$ cat src/rtl/rxtune_pkg.sv
package rxtune_pkg;
  typedef enum logic [2:0] {
    CT_IDLE, CT_APPLY, CT_TRIAL, CT_CLEAN, CT_FAPPLY, CT_FTRIAL
  } ctl_state_e;

  typedef enum logic [2:0] {
    WR_IDLE, WR_GATE, WR_UNGATE, WR_SETTLE
  } wr_state_e;

  typedef enum logic [1:0] {
    TR_IDLE, TR_REQ, TR_WAIT
  } tr_state_e;
endpackage

$ cat src/rtl/rxtune_tap_writer.sv
module rxtune_tap_writer
  import rxtune_pkg::*;
#(
  parameter int TAP_W      = 7,
  parameter int TX_W       = 7,
  parameter int SETTLE_CYC = 150000
) (
  input  logic             clk,
  input  logic             rst_n,
  input  logic             go_i,
  input  logic [TAP_W-1:0] tap_i,
  output logic             card_clk_en_o,
  output logic [TAP_W-1:0] rx_dly_o,
  output logic [TX_W-1:0]  tx_dly_o,
  output logic             tx_src_inv_o,
  output logic             lat_1t_o,
  output logic             settled_o
);
  localparam int CNT_W = $clog2(SETTLE_CYC + 1);
  localparam logic [CNT_W-1:0] CNT_LAST = CNT_W'(SETTLE_CYC - 1);

  wr_state_e        st_q;
  logic [TAP_W-1:0] tap_q;
  logic [CNT_W-1:0] cnt_q;

  always_ff @(posedge clk) begin
    if (!rst_n) begin
      st_q          <= WR_IDLE;
      tap_q         <= '0;
      cnt_q         <= '0;
      card_clk_en_o <= 1'b1;
      rx_dly_o      <= '0;
      tx_dly_o      <= '0;
      tx_src_inv_o  <= 1'b0;
      lat_1t_o      <= 1'b1;
      settled_o     <= 1'b0;
    end else begin
      settled_o <= 1'b0;
      case (st_q)
        WR_IDLE: if (go_i) begin
          card_clk_en_o <= 1'b0;
          tap_q         <= tap_i;
          st_q          <= WR_GATE;
        end
        WR_GATE: begin
          lat_1t_o     <= 1'b0;
          rx_dly_o     <= tap_q;
          tx_dly_o     <= '0;
          tx_src_inv_o <= 1'b1;
          st_q         <= WR_UNGATE;
        end
        WR_UNGATE: begin
          card_clk_en_o <= 1'b1;
          cnt_q         <= '0;
          st_q          <= WR_SETTLE;
        end
        WR_SETTLE: begin
          if (cnt_q == CNT_LAST) begin
            settled_o <= 1'b1;
            st_q      <= WR_IDLE;
          end else begin
            cnt_q <= cnt_q + 1'b1;
          end
        end
        default: st_q <= WR_IDLE;
      endcase
    end
  end

  // the delay field moves only while the card clock is gated
  assert_gated_write_R3: assert property (@(posedge clk) disable iff (!rst_n)
    (rx_dly_o != $past(rx_dly_o)) |-> !card_clk_en_o);

  // settling finishes only with the clock running
  assert_settle_clk_on_R4: assert property (@(posedge clk) disable iff (!rst_n)
    settled_o |-> card_clk_en_o);
endmodule

$ cat src/rtl/rxtune_trial_runner.sv
module rxtune_trial_runner
  import rxtune_pkg::*;
#(
  parameter int TRIALS = 50
) (
  input  logic clk,
  input  logic rst_n,
  input  logic go_i,
  input  logic single_i,
  output logic req_valid_o,
  input  logic req_ready_i,
  input  logic rsp_valid_i,
  input  logic rsp_pass_i,
  output logic done_o,
  output logic pass_o
);
  localparam int CNT_W = $clog2(TRIALS + 1);
  localparam logic [CNT_W-1:0] LAST_MULTI = CNT_W'(TRIALS - 1);

  tr_state_e        st_q;
  logic [CNT_W-1:0] cnt_q;
  logic [CNT_W-1:0] limit_q;

  assign req_valid_o = (st_q == TR_REQ);

  always_ff @(posedge clk) begin
    if (!rst_n) begin
      st_q    <= TR_IDLE;
      cnt_q   <= '0;
      limit_q <= '0;
      done_o  <= 1'b0;
      pass_o  <= 1'b0;
    end else begin
      done_o <= 1'b0;
      case (st_q)
        TR_IDLE: if (go_i) begin
          cnt_q   <= '0;
          limit_q <= single_i ? '0 : LAST_MULTI;
          st_q    <= TR_REQ;
        end
        TR_REQ: if (req_ready_i) st_q <= TR_WAIT;
        TR_WAIT: if (rsp_valid_i) begin
          if (!rsp_pass_i) begin
            done_o <= 1'b1;
            pass_o <= 1'b0;
            st_q   <= TR_IDLE;
          end else if (cnt_q == limit_q) begin
            done_o <= 1'b1;
            pass_o <= 1'b1;
            st_q   <= TR_IDLE;
          end else begin
            cnt_q <= cnt_q + 1'b1;
            st_q  <= TR_REQ;
          end
        end
        default: st_q <= TR_IDLE;
      endcase
    end
  end

  // a request is held until the engine takes it
  assert_req_hold_R6: assert property (@(posedge clk) disable iff (!rst_n)
    (req_valid_o && !req_ready_i) |=> req_valid_o);

  // never more trials than the run length
  assert_trial_bound_R5: assert property (@(posedge clk) disable iff (!rst_n)
    (st_q != TR_IDLE) |-> (cnt_q < CNT_W'(TRIALS)));
endmodule

$ cat src/rtl/rxtune_window_tracker.sv
module rxtune_window_tracker #(
  parameter int TAP_W = 7
) (
  input  logic             clk,
  input  logic             rst_n,
  input  logic             clear_i,
  input  logic             close_i,
  input  logic [TAP_W-1:0] win_s_i,
  input  logic [TAP_W-1:0] win_e_i,
  output logic             best_valid_o,
  output logic [TAP_W-1:0] best_s_o,
  output logic [TAP_W-1:0] best_e_o,
  output logic [TAP_W-1:0] mid_o
);
  localparam int LEN_W = TAP_W + 1;

  logic [LEN_W-1:0] best_len_q;
  logic [LEN_W-1:0] cand_len;
  logic [LEN_W-1:0] mid_sum;

  assign cand_len     = LEN_W'(win_e_i) - LEN_W'(win_s_i) + 1'b1;
  assign mid_sum      = LEN_W'(best_s_o) + LEN_W'(best_e_o);
  assign mid_o        = mid_sum[LEN_W-1:1];
  assign best_valid_o = (best_len_q != '0);

  always_ff @(posedge clk) begin
    if (!rst_n || clear_i) begin
      best_len_q <= '0;
      best_s_o   <= '0;
      best_e_o   <= '0;
    end else if (close_i && (cand_len > best_len_q)) begin
      best_len_q <= cand_len;
      best_s_o   <= win_s_i;
      best_e_o   <= win_e_i;
    end
  end

  // the stored best never shrinks within a run
  assert_best_grows_R7: assert property (@(posedge clk) disable iff (!rst_n)
    $past(!clear_i) |-> (best_len_q >= $past(best_len_q)));

  // midpoint lies within the best window
  assert_mid_inside_R9: assert property (@(posedge clk) disable iff (!rst_n)
    best_valid_o |-> (mid_o >= best_s_o && mid_o <= best_e_o));
endmodule

$ cat src/rtl/rxtune_ctrl.sv
module rxtune_ctrl
  import rxtune_pkg::*;
#(
  parameter int NUM_TAPS   = 128,
  parameter int TRIALS     = 50,
  parameter int SETTLE_CYC = 150000,
  parameter int TX_W       = 7
) (
  input  logic                        clk,
  input  logic                        rst_n,
  input  logic                        start_i,
  output logic                        req_valid_o,
  input  logic                        req_ready_i,
  input  logic                        rsp_valid_i,
  input  logic                        rsp_pass_i,
  output logic                        card_clk_en_o,
  output logic [$clog2(NUM_TAPS)-1:0] rx_dly_o,
  output logic [TX_W-1:0]             tx_dly_o,
  output logic                        tx_src_inv_o,
  output logic                        lat_1t_o,
  output logic                        cleanup_o,
  output logic                        busy_o,
  output logic                        done_o,
  output logic                        tune_pass_o,
  output logic [$clog2(NUM_TAPS)-1:0] chosen_tap_o
);
  localparam int TAP_W = $clog2(NUM_TAPS);
  localparam logic [TAP_W-1:0] MAX_TAP = TAP_W'(NUM_TAPS - 1);

  ctl_state_e       st_q, st_d;
  logic [TAP_W-1:0] tap_q, tap_d;
  logic [TAP_W-1:0] ws_q, ws_d;
  logic             seek_end_q, seek_end_d;

  logic             w_go, w_settled;
  logic [TAP_W-1:0] w_tap;
  logic             r_go, r_single, r_done, r_pass;
  logic             t_clear, t_close;
  logic [TAP_W-1:0] t_s, t_e;
  logic             best_valid;
  logic [TAP_W-1:0] best_s, best_e, best_mid;
  logic             fin, fin_pass;
  logic [TAP_W-1:0] fin_tap;
  logic             last_tap;

  rxtune_tap_writer #(.TAP_W(TAP_W), .TX_W(TX_W), .SETTLE_CYC(SETTLE_CYC)) u_writer (
    .clk(clk), .rst_n(rst_n), .go_i(w_go), .tap_i(w_tap),
    .card_clk_en_o(card_clk_en_o), .rx_dly_o(rx_dly_o), .tx_dly_o(tx_dly_o),
    .tx_src_inv_o(tx_src_inv_o), .lat_1t_o(lat_1t_o), .settled_o(w_settled)
  );

  rxtune_trial_runner #(.TRIALS(TRIALS)) u_runner (
    .clk(clk), .rst_n(rst_n), .go_i(r_go), .single_i(r_single),
    .req_valid_o(req_valid_o), .req_ready_i(req_ready_i),
    .rsp_valid_i(rsp_valid_i), .rsp_pass_i(rsp_pass_i),
    .done_o(r_done), .pass_o(r_pass)
  );

  rxtune_window_tracker #(.TAP_W(TAP_W)) u_tracker (
    .clk(clk), .rst_n(rst_n), .clear_i(t_clear), .close_i(t_close),
    .win_s_i(t_s), .win_e_i(t_e), .best_valid_o(best_valid),
    .best_s_o(best_s), .best_e_o(best_e), .mid_o(best_mid)
  );

  assign last_tap  = (tap_q == MAX_TAP);
  assign busy_o    = (st_q != CT_IDLE);
  assign cleanup_o = (st_q == CT_CLEAN);

  always_comb begin
    st_d       = st_q;
    tap_d      = tap_q;
    ws_d       = ws_q;
    seek_end_d = seek_end_q;
    w_go       = 1'b0;
    w_tap      = tap_q;
    r_go       = 1'b0;
    r_single   = 1'b0;
    t_clear    = 1'b0;
    t_close    = 1'b0;
    t_s        = ws_q;
    t_e        = tap_q;
    fin        = 1'b0;
    fin_pass   = 1'b0;
    fin_tap    = '0;
    case (st_q)
      CT_IDLE: if (start_i) begin
        t_clear    = 1'b1;
        tap_d      = '0;
        seek_end_d = 1'b0;
        w_go       = 1'b1;
        w_tap      = '0;
        st_d       = CT_APPLY;
      end
      CT_APPLY: if (w_settled) begin
        r_go = 1'b1;
        st_d = CT_TRIAL;
      end
      CT_TRIAL: if (r_done) begin
        if (!seek_end_q) begin
          if (r_pass) ws_d = tap_q;
          if (last_tap) begin
            t_close = r_pass;
            t_s     = tap_q;
            t_e     = tap_q;
            st_d    = CT_CLEAN;
          end else begin
            seek_end_d = r_pass;
            tap_d      = tap_q + 1'b1;
            w_go       = 1'b1;
            w_tap      = tap_q + 1'b1;
            st_d       = CT_APPLY;
          end
        end else if (r_pass) begin
          if (last_tap) begin
            t_close = 1'b1;
            t_e     = MAX_TAP;
            st_d    = CT_CLEAN;
          end else begin
            tap_d = tap_q + 1'b1;
            w_go  = 1'b1;
            w_tap = tap_q + 1'b1;
            st_d  = CT_APPLY;
          end
        end else begin
          t_close    = 1'b1;
          t_e        = tap_q - 1'b1;
          seek_end_d = 1'b0;
          w_go       = 1'b1;
          w_tap      = tap_q;
          st_d       = CT_APPLY;
        end
      end
      CT_CLEAN: begin
        w_go  = 1'b1;
        w_tap = best_valid ? best_mid : '0;
        st_d  = CT_FAPPLY;
      end
      CT_FAPPLY: if (w_settled) begin
        if (best_valid) begin
          r_go     = 1'b1;
          r_single = 1'b1;
          st_d     = CT_FTRIAL;
        end else begin
          fin  = 1'b1;
          st_d = CT_IDLE;
        end
      end
      CT_FTRIAL: if (r_done) begin
        fin      = 1'b1;
        fin_pass = r_pass;
        fin_tap  = best_mid;
        st_d     = CT_IDLE;
      end
      default: st_d = CT_IDLE;
    endcase
  end

  always_ff @(posedge clk) begin
    if (!rst_n) begin
      st_q         <= CT_IDLE;
      tap_q        <= '0;
      ws_q         <= '0;
      seek_end_q   <= 1'b0;
      done_o       <= 1'b0;
      tune_pass_o  <= 1'b0;
      chosen_tap_o <= '0;
    end else begin
      st_q       <= st_d;
      tap_q      <= tap_d;
      ws_q       <= ws_d;
      seek_end_q <= seek_end_d;
      done_o     <= fin;
      if (fin) begin
        tune_pass_o  <= fin_pass;
        chosen_tap_o <= fin_tap;
      end
    end
  end

  // trials only run with the card clock on
  assert_req_clk_on_R4: assert property (@(posedge clk) disable iff (!rst_n)
    req_valid_o |-> card_clk_en_o);

  // cleanup is a single-cycle pulse
  assert_cleanup_pulse_R8: assert property (@(posedge clk) disable iff (!rst_n)
    cleanup_o |=> !cleanup_o);

  // done is a single-cycle pulse
  assert_done_pulse_R9: assert property (@(posedge clk) disable iff (!rst_n)
    done_o |=> !done_o);

  // a failed run with no window reports tap 0
  assert_nopass_tap0_R10: assert property (@(posedge clk) disable iff (!rst_n)
    (done_o && !tune_pass_o && !best_valid) |-> (chosen_tap_o == '0 && rx_dly_o == '0));

  // a start while busy leaves the run going
  assert_busy_start_R11: assert property (@(posedge clk) disable iff (!rst_n)
    (busy_o && start_i && !fin) |=> busy_o);
endmodule

$ cat config.mk
export PLATFORM = sky130hd
export DESIGN_NAME = rxtune_ctrl
export DESIGN_NICKNAME = d
export VERILOG_FILES = /design/src/rtl/rxtune_pkg.sv /design/src/rtl/rxtune_tap_writer.sv /design/src/rtl/rxtune_trial_runner.sv /design/src/rtl/rxtune_window_tracker.sv /design/src/rtl/rxtune_ctrl.sv
export SDC_FILE = /design/constraint.sdc
export NUM_CORES = 1
export LEC_CHECK = 0
export ABC_CLOCK_PERIOD_IN_PS = 5500
export BUFFER_PORTS_ARGS = -buffer_cell sky130_fd_sc_hd__buf_2
export CAP_MARGIN = 25
export CORE_ASPECT_RATIO = 0.6
export CORE_MARGIN = 2
export CORE_UTILIZATION = 60
export CTS_BUF_LIST = sky130_fd_sc_hd__clkbuf_4
export CTS_CLUSTER_SIZE = 14
export DETAILED_ROUTE_END_ITERATION = 16
export PLACE_DENSITY = 0.85
export SLEW_MARGIN = 5
export SYNTH_ARGS = -nofsm -noshare
export SYNTH_HDL_FRONTEND = slang
export SYNTH_SLANG_ARGS = --single-unit
export TNS_END_PERCENT = 20
$ cat constraint.sdc
create_clock -name clk -period 5.5 [get_ports clk]
set_clock_uncertainty 0.1 [all_clocks]
set_input_delay 0.275 -clock clk [delete_from_list [all_inputs] [get_ports clk]]
set_output_delay 0.275 -clock clk [all_outputs]
set_load 0.01 [all_outputs]
==> results.ini <==
[global_route]
track_usage_pct=28.94
grt_pass1_vias=4870
antenna_found_initial=0
overflow=0
grt_max_degree=46
grt_pass1_wl_um=24600

[cts]
clockBufferDepth=2
post-cts-setup-buffers=0
ctsHoldBuffers=1
cts_buffers=9
clk_pin_slew_worst_paths_ps=180
cts_tree=built
cts_max_level=3
cts-resized-gates=0
clkLatencyLatePin_ps=470
cts_sinks=98
root_buffer=clkbuf_4

[place]
portBuffers=27
place_congestion=0.9832
post-dp-hpwl_um=11780

[power]
powerDensity_nw_per_um2=248.4
irDropWorstVdd_mv=0.1423
p_leak_nw=2.493

[routing]
drc=0
vias=5524
dr_wl_met3_um=1602
top_layer_used=met4
vias_per_cell=6.423
wl_um=15680
drt-initial-drc-count=581
dr.pass1.iters=5
antenna_left=0
wl_met2_um=6308
wl_per_cell_um=18.23
met1Wirelength_um=7578

[die]
die_height_um=80.93
design.die.area_sq_um=10700
core_area_sq_um=9739
die_w_um=132.2
rows=28
num_io_pins=35
initial_core_util_pct=60.77

[synthesis]
synth_top_cells_by_count=98 x dfxtp_1, 71 x nor2_1, 65 x nand2_1
synth-main-ff-cell=dfxtp_1
synth_area_leaders=dfxtp_1 33%, ha_1 7.6%, mux2i_1 5.6%
synth_top_area_share_pct=33.15
yosysSeqAreaShare_pct=33.15
ys_types=75
ys_ff_latch=98
syn-cell-area_sq_um=5918
synth_enable_flop_cells=0
syn_inst=711
ys_warn_count=0
avgSynthCellArea_sq_um=8.324
synth_top_area_cell=dfxtp_1
synth_async_sr_flop_share_pct=0
synth_most_common_cell=dfxtp_1

[min_path]
hold_path.class=in -> reg
min-delay-start=rsp_valid_i
min_to=u_runner.st_q[1]
whs_path_depth=4

[final_layout]
nets=764
n_antenna_cell=0
drive_gt1_share_pct=9.379
syn_to_final_growth_pct=6.131

[worst_setup_path]
crit_arrival_ps=5530
worst-endpoint-required_ps=5810
reg2regPathDepth=19
cp-start-kind=register
reg2reg_slack_ps=280
timing.rr.start=tap_q[1]
rr_endpoint=u_tracker.best_e_o[6]
crit_path_max_fanout=14
crit_path_end_kind=register
crit_type=reg -> reg

[timing]
hold_viol=0
rsz0062_at_grt=no
tightest_slew_ps=967.7
final.min_clock_period_ps=5215
timing.final.max_slew_violations=0
hold_slack_ps=60.78
period_share_pct=94.83
relSlewSlack_pct=35.48
fmax_mhz=191.7
fin_tns_setup_ps=0
setup_viol=0

[status]
status=finished, final reports clean

[flow_run]
max_cap_violations=0

## per-stage QoR
stage | util (%) | total power (W) | instance area (sq um) | worst slack (ps) | instances
after floorplan | - | 0.001045 | 5941 | 941.4 | 717
after global placement | 62.69 | 0.001119 | 6106 | 678.7 | 843
after detailed placement | 62.69 | 0.001138 | 6106 | 476.0 | 843
after CTS | 64.49 | 0.001557 | 6281 | 408.1 | 860
after global routing | 64.49 | 0.001632 | 6281 | 52.22 | 860
final | 64.49 | 0.001560 | 6281 | 284.6 | 860
## layout by cell type, fill, tap and decap left out, drive strengths merged, types with 8 or more instances in the layout
cell	count
mux2i	33
nor3	9
nor4	8
nor2b	9
xnor2	12
clkbuf	9
buf	36
a211oi	11
nand4	14
and3	10
nand2	65
a21oi	39
o21ai	36
nand2b	12
ha	36
nand3	24
nor2	71
o211ai	8
and2	8
inv	33
a22oi	8
dfxtp	98
a31oi	8
## how the worst max path moves through the flow
stage | from | to | slack, ps
after detailed placement | tap_q[1] | u_tracker.best_e_o[3] | 480
after global routing | tap_q[1] | u_tracker.best_s_o[4] | 50
after global placement | tap_q[1] | u_tracker.best_e_o[1] | 680
after floorplan | tap_q[0] | u_tracker.best_e_o[6] | 940
final | tap_q[1] | u_tracker.best_e_o[6] | 280
after CTS | tap_q[1] | u_tracker.best_e_o[6] | 410
## cells by family (layout without fill, tap and decap cells)
kind of cell	after synthesis	in the layout	synth area share, %
AOI/OAI and AO/OA	166	166	18.82
xor gates and xnor gates	19	19	2.812
adders and majority gates	38	38	8.288
buffers and inverters	75	83	5.454
DFF	98	98	33.15
muxes	36	36	6.152
other	1	7	0.06336
and+or+nand+nor	278	278	25.26
## flip-flops by register name, indices dropped and copies added, names as in the netlist
signal	flops
u_runner.pass_o	1
u_runner.limit_q	1
u_runner.done_o	1
u_writer.tx_src_inv_o	1
u_writer.lat_1t_o	1
st_q	3
u_writer.rx_dly_o	7
tune_pass_o	1
done_o	1
u_writer.st_q	2
u_tracker.best_e_o	7
u_writer.settled_o	1
seek_end_q	1
chosen_tap_o	7
u_writer.tap_q	7
u_tracker.best_s_o	7
u_writer.cnt_q	18
u_tracker.best_len_q	8
u_runner.st_q	2
u_runner.cnt_q	6
u_writer.card_clk_en_o	1
tap_q	7
ws_q	7
## layer usage
| layer | track usage (%) | vias to the layer above |
|---|---|---|
| li1 | - | 2606 |
| met3 | 6.679 | 22 |
| met1 | 43.28 | 2606 |
| met4 | 7.312 | 0 |
| met2 | 41.72 | 290 |
| met5 | 0 | - |
## worst max-delay path, cell delays in order, from the launching register on
cell and delay, ps:
dfxtp_1 570, ha_1 330, nand4_2 220, nor4_4 300, mux2_2 380, ha_1 290
inv_1 60, ha_1 180, inv_1 70, fa_1 420, nand2b_1 190, a2111oi_0 400
a211oi_1 140, ha_1 340, nand4_1 110, o21ai_0 110, or2_1 290, a21oi_2 180
buf_4 270, mux2i_1 220
## where the power goes
part	leakage (nW)	switching [W]	internal (W)	total, W
clock	0.0870	0.000275	0.000152	0.000427
sequential	0.792	0.0000406	0.000751	0.000792
combinational	1.61	0.000227	0.000115	0.000342
total	2.49	0.000542	0.00102	0.00156
## final cells by class
type / count / area [sq um]
multi-input combinational: 544 / 3660
fill: 879 / 3458
sequential: 98 / 1962
timing repair buffer: 37 / 212.7
tap: 135 / 168.9
inverter: 30 / 112.6
clock inverter: 7 / 97.59
clock buffer: 9 / 67.56
Note: power is estimated with default switching activity, not from simulation.
